**src/rtl/ctrl_pkg.sv**
```systemverilog
// Package: shared encodings for the two-level instruction control decoder.
// Assumes the 6-bit major opcode and 6-bit function field layout of a
// 32-bit three-register / immediate instruction format.
package ctrl_pkg;

    localparam int OP_W    = 6;
    localparam int FUNCT_W = 6;
    localparam int ALUC_W  = 3;
    localparam int FSEL_W  = 4;  // funct bits actually examined

    localparam logic [OP_W-1:0] OPC_RREG  = 6'h00;
    localparam logic [OP_W-1:0] OPC_LOAD  = 6'h23;
    localparam logic [OP_W-1:0] OPC_STORE = 6'h2B;
    localparam logic [OP_W-1:0] OPC_BEQ   = 6'h04;
    localparam logic [OP_W-1:0] OPC_JUMP  = 6'h02;

    // ALU class handed from the first to the second decoding level
    typedef enum logic [1:0] {
        ACLS_ADD  = 2'b00,
        ACLS_SUB  = 2'b01,
        ACLS_FUNC = 2'b10,
        ACLS_RSVD = 2'b11
    } alu_cls_e;

    // ALU operation codes seen by the datapath
    typedef enum logic [ALUC_W-1:0] {
        ALU_AND = 3'b000,
        ALU_OR  = 3'b001,
        ALU_ADD = 3'b010,
        ALU_SUB = 3'b110,
        ALU_SLT = 3'b111
    } alu_op_e;

    // funct low-nibble selectors for register-register operations
    localparam logic [FSEL_W-1:0] FN_ADD = 4'b0000;
    localparam logic [FSEL_W-1:0] FN_SUB = 4'b0010;
    localparam logic [FSEL_W-1:0] FN_AND = 4'b0100;
    localparam logic [FSEL_W-1:0] FN_OR  = 4'b0101;
    localparam logic [FSEL_W-1:0] FN_SLT = 4'b1010;

    // Datapath control bundle produced by the main decoder
    typedef struct packed {
        logic reg_write;
        logic reg_dst;
        logic alu_src;
        logic mem_read;
        logic mem_write;
        logic mem_to_reg;
        logic branch;
        logic jump;
    } dp_ctl_t;

    localparam dp_ctl_t DP_NOP = '{
        reg_write: 1'b0, reg_dst: 1'b0, alu_src: 1'b1, mem_read: 1'b0,
        mem_write: 1'b0, mem_to_reg: 1'b0, branch: 1'b0, jump: 1'b0};

endpackage

```
**src/rtl/ctrl_main_dec.sv**
```systemverilog
// Module: first decoding level. Maps the major opcode onto the datapath
// control bundle and a 2-bit ALU class. Assumes nothing about funct.
// An unrecognised opcode yields the inert bundle (no writes, no transfer).
module ctrl_main_dec
    import ctrl_pkg::*;
(
    input  logic [OP_W-1:0] opcode_i,
    output dp_ctl_t         ctl_o,
    output alu_cls_e        cls_o
);

    // Opcode to control bundle and ALU class
    always_comb begin
        ctl_o = DP_NOP;
        cls_o = ACLS_ADD;
        unique case (opcode_i)
            OPC_RREG: begin
                ctl_o.reg_write = 1'b1;
                ctl_o.reg_dst   = 1'b1;
                ctl_o.alu_src   = 1'b0;
                cls_o           = ACLS_FUNC;
            end
            OPC_LOAD: begin
                ctl_o.reg_write  = 1'b1;
                ctl_o.mem_read   = 1'b1;
                ctl_o.mem_to_reg = 1'b1;
            end
            OPC_STORE: begin
                ctl_o.mem_write = 1'b1;
            end
            OPC_BEQ: begin
                ctl_o.alu_src = 1'b0;
                ctl_o.branch  = 1'b1;
                cls_o         = ACLS_SUB;
            end
            OPC_JUMP: begin
                ctl_o.jump = 1'b1;
            end
            default: begin
                ctl_o = DP_NOP;
                cls_o = ACLS_ADD;
            end
        endcase
    end

endmodule

```
**src/rtl/ctrl_alu_dec.sv**
```systemverilog
// Module: second decoding level. Combines the ALU class with the low funct
// bits to form the ALU operation code. Assumes the upper funct bits were
// already stripped by the caller. An unlisted funct gives the AND code.
module ctrl_alu_dec
    import ctrl_pkg::*;
(
    input  alu_cls_e          cls_i,
    input  logic [FSEL_W-1:0] fsel_i,
    output alu_op_e           op_o
);

    alu_op_e fn_op;

    // funct nibble to operation for register-register instructions
    always_comb begin
        unique case (fsel_i)
            FN_ADD:  fn_op = ALU_ADD;
            FN_SUB:  fn_op = ALU_SUB;
            FN_AND:  fn_op = ALU_AND;
            FN_OR:   fn_op = ALU_OR;
            FN_SLT:  fn_op = ALU_SLT;
            default: fn_op = ALU_AND;
        endcase
    end

    // Class selects forced add, forced subtract, or funct-driven operation
    always_comb begin
        unique case (cls_i)
            ACLS_ADD:  op_o = ALU_ADD;
            ACLS_SUB:  op_o = ALU_SUB;
            ACLS_FUNC: op_o = fn_op;
            ACLS_RSVD: op_o = fn_op;
            default:   op_o = ALU_ADD;
        endcase
    end

endmodule

```
**src/rtl/instr_ctrl_unit.sv**
```systemverilog
// Module: top of the two-level control decoder for a single-cycle core.
// Purely combinational; the datapath samples its outputs within the same
// cycle the instruction word is presented. No clock, no state.
module instr_ctrl_unit
    import ctrl_pkg::*;
(
    input  logic [OP_W-1:0]    opcode_i,
    input  logic [FUNCT_W-1:0] funct_i,
    output logic               reg_write_o,
    output logic               reg_dst_o,
    output logic               alu_src_o,
    output logic               mem_read_o,
    output logic               mem_write_o,
    output logic               mem_to_reg_o,
    output logic               branch_o,
    output logic               jump_o,
    output logic [ALUC_W-1:0]  alu_ctl_o
);

    dp_ctl_t  dp_ctl;
    alu_cls_e alu_cls;
    alu_op_e  alu_op;
    logic     unused_fhi;

    // Upper funct bits do not participate in decoding
    assign unused_fhi = ^funct_i[FUNCT_W-1:FSEL_W];

    ctrl_main_dec u_main (
        .opcode_i (opcode_i),
        .ctl_o    (dp_ctl),
        .cls_o    (alu_cls)
    );

    ctrl_alu_dec u_alu (
        .cls_i  (alu_cls),
        .fsel_i (funct_i[FSEL_W-1:0]),
        .op_o   (alu_op)
    );

    // Fan the control bundle out to individual ports
    always_comb begin
        reg_write_o  = dp_ctl.reg_write;
        reg_dst_o    = dp_ctl.reg_dst;
        alu_src_o    = dp_ctl.alu_src;
        mem_read_o   = dp_ctl.mem_read;
        mem_write_o  = dp_ctl.mem_write;
        mem_to_reg_o = dp_ctl.mem_to_reg;
        branch_o     = dp_ctl.branch;
        jump_o       = dp_ctl.jump;
        alu_ctl_o    = alu_op;
    end

endmodule

```
**config.mk**
```make
export PLATFORM = sky130hd
export DESIGN_NAME = instr_ctrl_unit
export DESIGN_NICKNAME = d
export VERILOG_FILES = /design/src/rtl/ctrl_pkg.sv /design/src/rtl/ctrl_main_dec.sv /design/src/rtl/ctrl_alu_dec.sv /design/src/rtl/instr_ctrl_unit.sv
export SDC_FILE = /design/constraint.sdc
export NUM_CORES = 1
export LEC_CHECK = 0
export CAP_MARGIN = 40
export CELL_PAD_IN_SITES_DETAIL_PLACEMENT = 0
export CELL_PAD_IN_SITES_GLOBAL_PLACEMENT = 1
export CORE_AREA = 2 2 39 41
export DETAILED_ROUTE_END_ITERATION = 12
export DIE_AREA = 0 0 41 43
export DONT_BUFFER_PORTS = 1
export GPL_TIMING_DRIVEN = 0
export PLACE_DENSITY = 0.31
export SLEW_MARGIN = 20
export SYNTH_ARGS = -nofsm -noshare
export SYNTH_HDL_FRONTEND = slang
export SYNTH_SLANG_ARGS = --single-unit
```
**constraint.sdc**
```tcl
create_clock -name vclk -period 2.5
set_clock_uncertainty 0.1 [all_clocks]
set_input_delay 0.5 -clock vclk [all_inputs]
set_output_delay 0.5 -clock vclk [all_outputs]
set_load 0.03 [all_outputs]
```
==> impl_metrics.csv <==
group,metric,value,unit
sta,finalCritPeriodShare,93.20,%
sta,slew-limit-headroom,48.91,%
place,dp_hpwl,401.6,um
sta,drv_slew,0,
yosys,syn_inst,23,
worst_setup_path,worstPathMaxFanout,6,
routing,drt_iter0_drc,5,
die,fp.coreArea,1384,sq um
routing,vias_per_cell,4.372,
sta,final.setup.tns,0,ps
power,power.leakage,0.06605,nW
cells_and_area,area_growth,30.58,%
worst_setup_path,worst_path_max_delay_cell,"nor2_1",
min_path,min_path_type,"in -> out",
cells_and_area,nNetsFinal,41,
worst_setup_path,end_kind,"output port",
sta,period_minus_slack,2330,ps
yosys,synthMuxAreaShare,0,%
routing,drc_errors,0,
routing,detail-route-antenna-nets,0,
yosys,synth_most_common_cell,"nor2_1",
worst_setup_path,cp_data_arrival_time,1730,ps
power,combPwrFrac,100.0,%
global_route,grt_antenna_before_repair,0,
sta,fin_ws,170.0,ps
worst_setup_path,crit_buf_inv,2,
worst_setup_path,worstPathCellList,"or2_2, clkbuf_1, nor2_1, buf_4",
die,rows,14,
yosys,synthesis.nets,35,
clock_network,post_cts_buffers,0,
clock_network,ctsResizeCount,0,
power,p_switching,0.000009242,W
yosys,synthXorXnorAreaFrac,0,%
die,pin_count,23,
global_route,grt_max_degree,8,
sta,rsz0062_at_grt,"false",
cells_and_area,final_cell_area,197.7,sq um
yosys,syn_avg_cell_area,6.582,sq um
run,max_cap_violations,0,
die,die_w,41,um
yosys,yosysUniqueCellTypes,18,
outcome,outcome,"finished clean",
die,start_util,10.94,%
place,place_ws,157.0,ps
yosys,netlist_area,151.4,sq um
place,post_dp_cell_area,197.7,sq um
yosys,synth_common_cells,"nor2_1 (3), a211oi_1 (2), nand2b_1 (2), or4bb_1 (2)",
die,fp.dieArea,1763,sq um
power,seq_power_share,0,%
power,p_per_area,78.92,nW/um^2
yosys,synth-compound-area-share,19.01,%
routing,wire_per_inst,10.67,um
routing,firstDrtPassIters,4,
worst_setup_path,critPathRequiredTime,1900,ps
global_route,grt_pass1_wl,593,um
sta,whs,972.8,ps
worst_setup_path,crit_type,"in -> out",
yosys,synthSimpleGateAreaFrac,67.77,%
global_route,grt_overflow,0,
die,die_y,43,um
yosys,synth_top_area_share,14.88,%
sta,setup_violations,0,
yosys,synth_fa_ha_area_share,0,%
place,portBuffers,0,
global_route,grtUsageTotal,4.595,%
yosys,synth_warnings,0,
sta,fmax,429.2,MHz
power,switching_share,59.23,%
routing,routed_wl,459,um
cells_and_area,nClkBuffers,0,
routing,vias,188,
cells_and_area,seq_cell_count,0,
cells_and_area,regArea,0,sq um
place,gp_congestion,0.4993,
cells_and_area,fill_cells,163,
clock_network,cts-hold-fix-buffers,0,
yosys,synth-seq-area-share,0,%
power,power.total,0.00001560,W
worst_setup_path,crit_family,"simple AND/OR/NAND/NOR gates",
power,peakVddDrop,0.00001342,V
global_route,grt_pass1_vias,161,
sta,final-hold-violation-count,0,
yosys,synth_top_area_cell,"or4bb_1",
power,intPower,0.000006360,W
worst_setup_path,slowest_delay,510,ps
worst_setup_path,cp-start-kind,"input pin",
yosys,synth_top_family_by_area,"simple AND/OR/NAND/NOR gates",
cells_and_area,antenna_cells,0,
cells_and_area,drive_gt1_share,33.33,%
yosys,synthTopCellsByArea,"or4bb_1 (15%), a211oi_1 (9.9%), nand2b_1 (8.3%)",
sta,tightest_slew,760.1,ps
power,pwr-share-clk,0,%
==> placed cells by master (no fill, tap or decap), drive strengths merged <==
master / instances
buf: 5
nor2: 3
nand2b: 2
a211oi: 2
or4bb: 2
clkbuf: 2
or2: 2
inv: 1
or4: 1
nor3: 1
a211o: 1
or3b: 1
nand4b: 1
nor4: 1
a21oi: 1
nor3b: 1
==> per-stage QoR <==
step | utilization [%] | cells
after floorplan | - | 23
after global placement | 12.39 | 39
after detailed placement | 14.29 | 43
after CTS | 14.29 | 43
after global routing | 14.29 | 43
final | 14.29 | 43
==> path summary, 6_finish.rpt <==
| path | depth (start not counted) | start | to |
|---|---|---|---|
| min | 1 | opcode_i[5] | jump_o |
| max | 4 | opcode_i[3] | mem_to_reg_o |
==> per-layer routing <==
metal | wire, um | part of all wire (%) | vias up | global-route usage [%]
li1 | - | - | 94 | -
met1 | 191 | 42 | 79 | 7.278
met2 | 210 | 46 | 15 | 6.875
met3 | 57 | 12 | 0 | 0.5236
met4 | 0 | 0 | 0 | 0
met5 | 0 | 0 | - | 0
==> layout make-up <==
type / count / area, sq um / share of cell area, %
buffer: 3 / 16.27 / 8.228
inverter: 1 / 3.754 / 1.899
tap: 16 / 20.02 / 10.13
timing repair buffer: 4 / 20.02 / 10.13
multi-input combinational: 19 / 137.6 / 69.62
==> power groups by stage <==
stage	clock network, W	logic [W]	registers [W]
after floorplan	0	0.0000133	0
after global placement	0	0.0000148	0
after detailed placement	0	0.0000158	0
after CTS	0	0.0000158	0
after global routing	0	0.0000171	0
final	0	0.0000156	0
==> logic make-up (layout without fill, tap and decap cells) <==
family	Yosys count	after routing
and+or+nand+nor	15	15
buffers and inverters	4	8
AOI/OAI and AO/OA	4	4
Note: power is estimated with default switching activity, not from simulation.
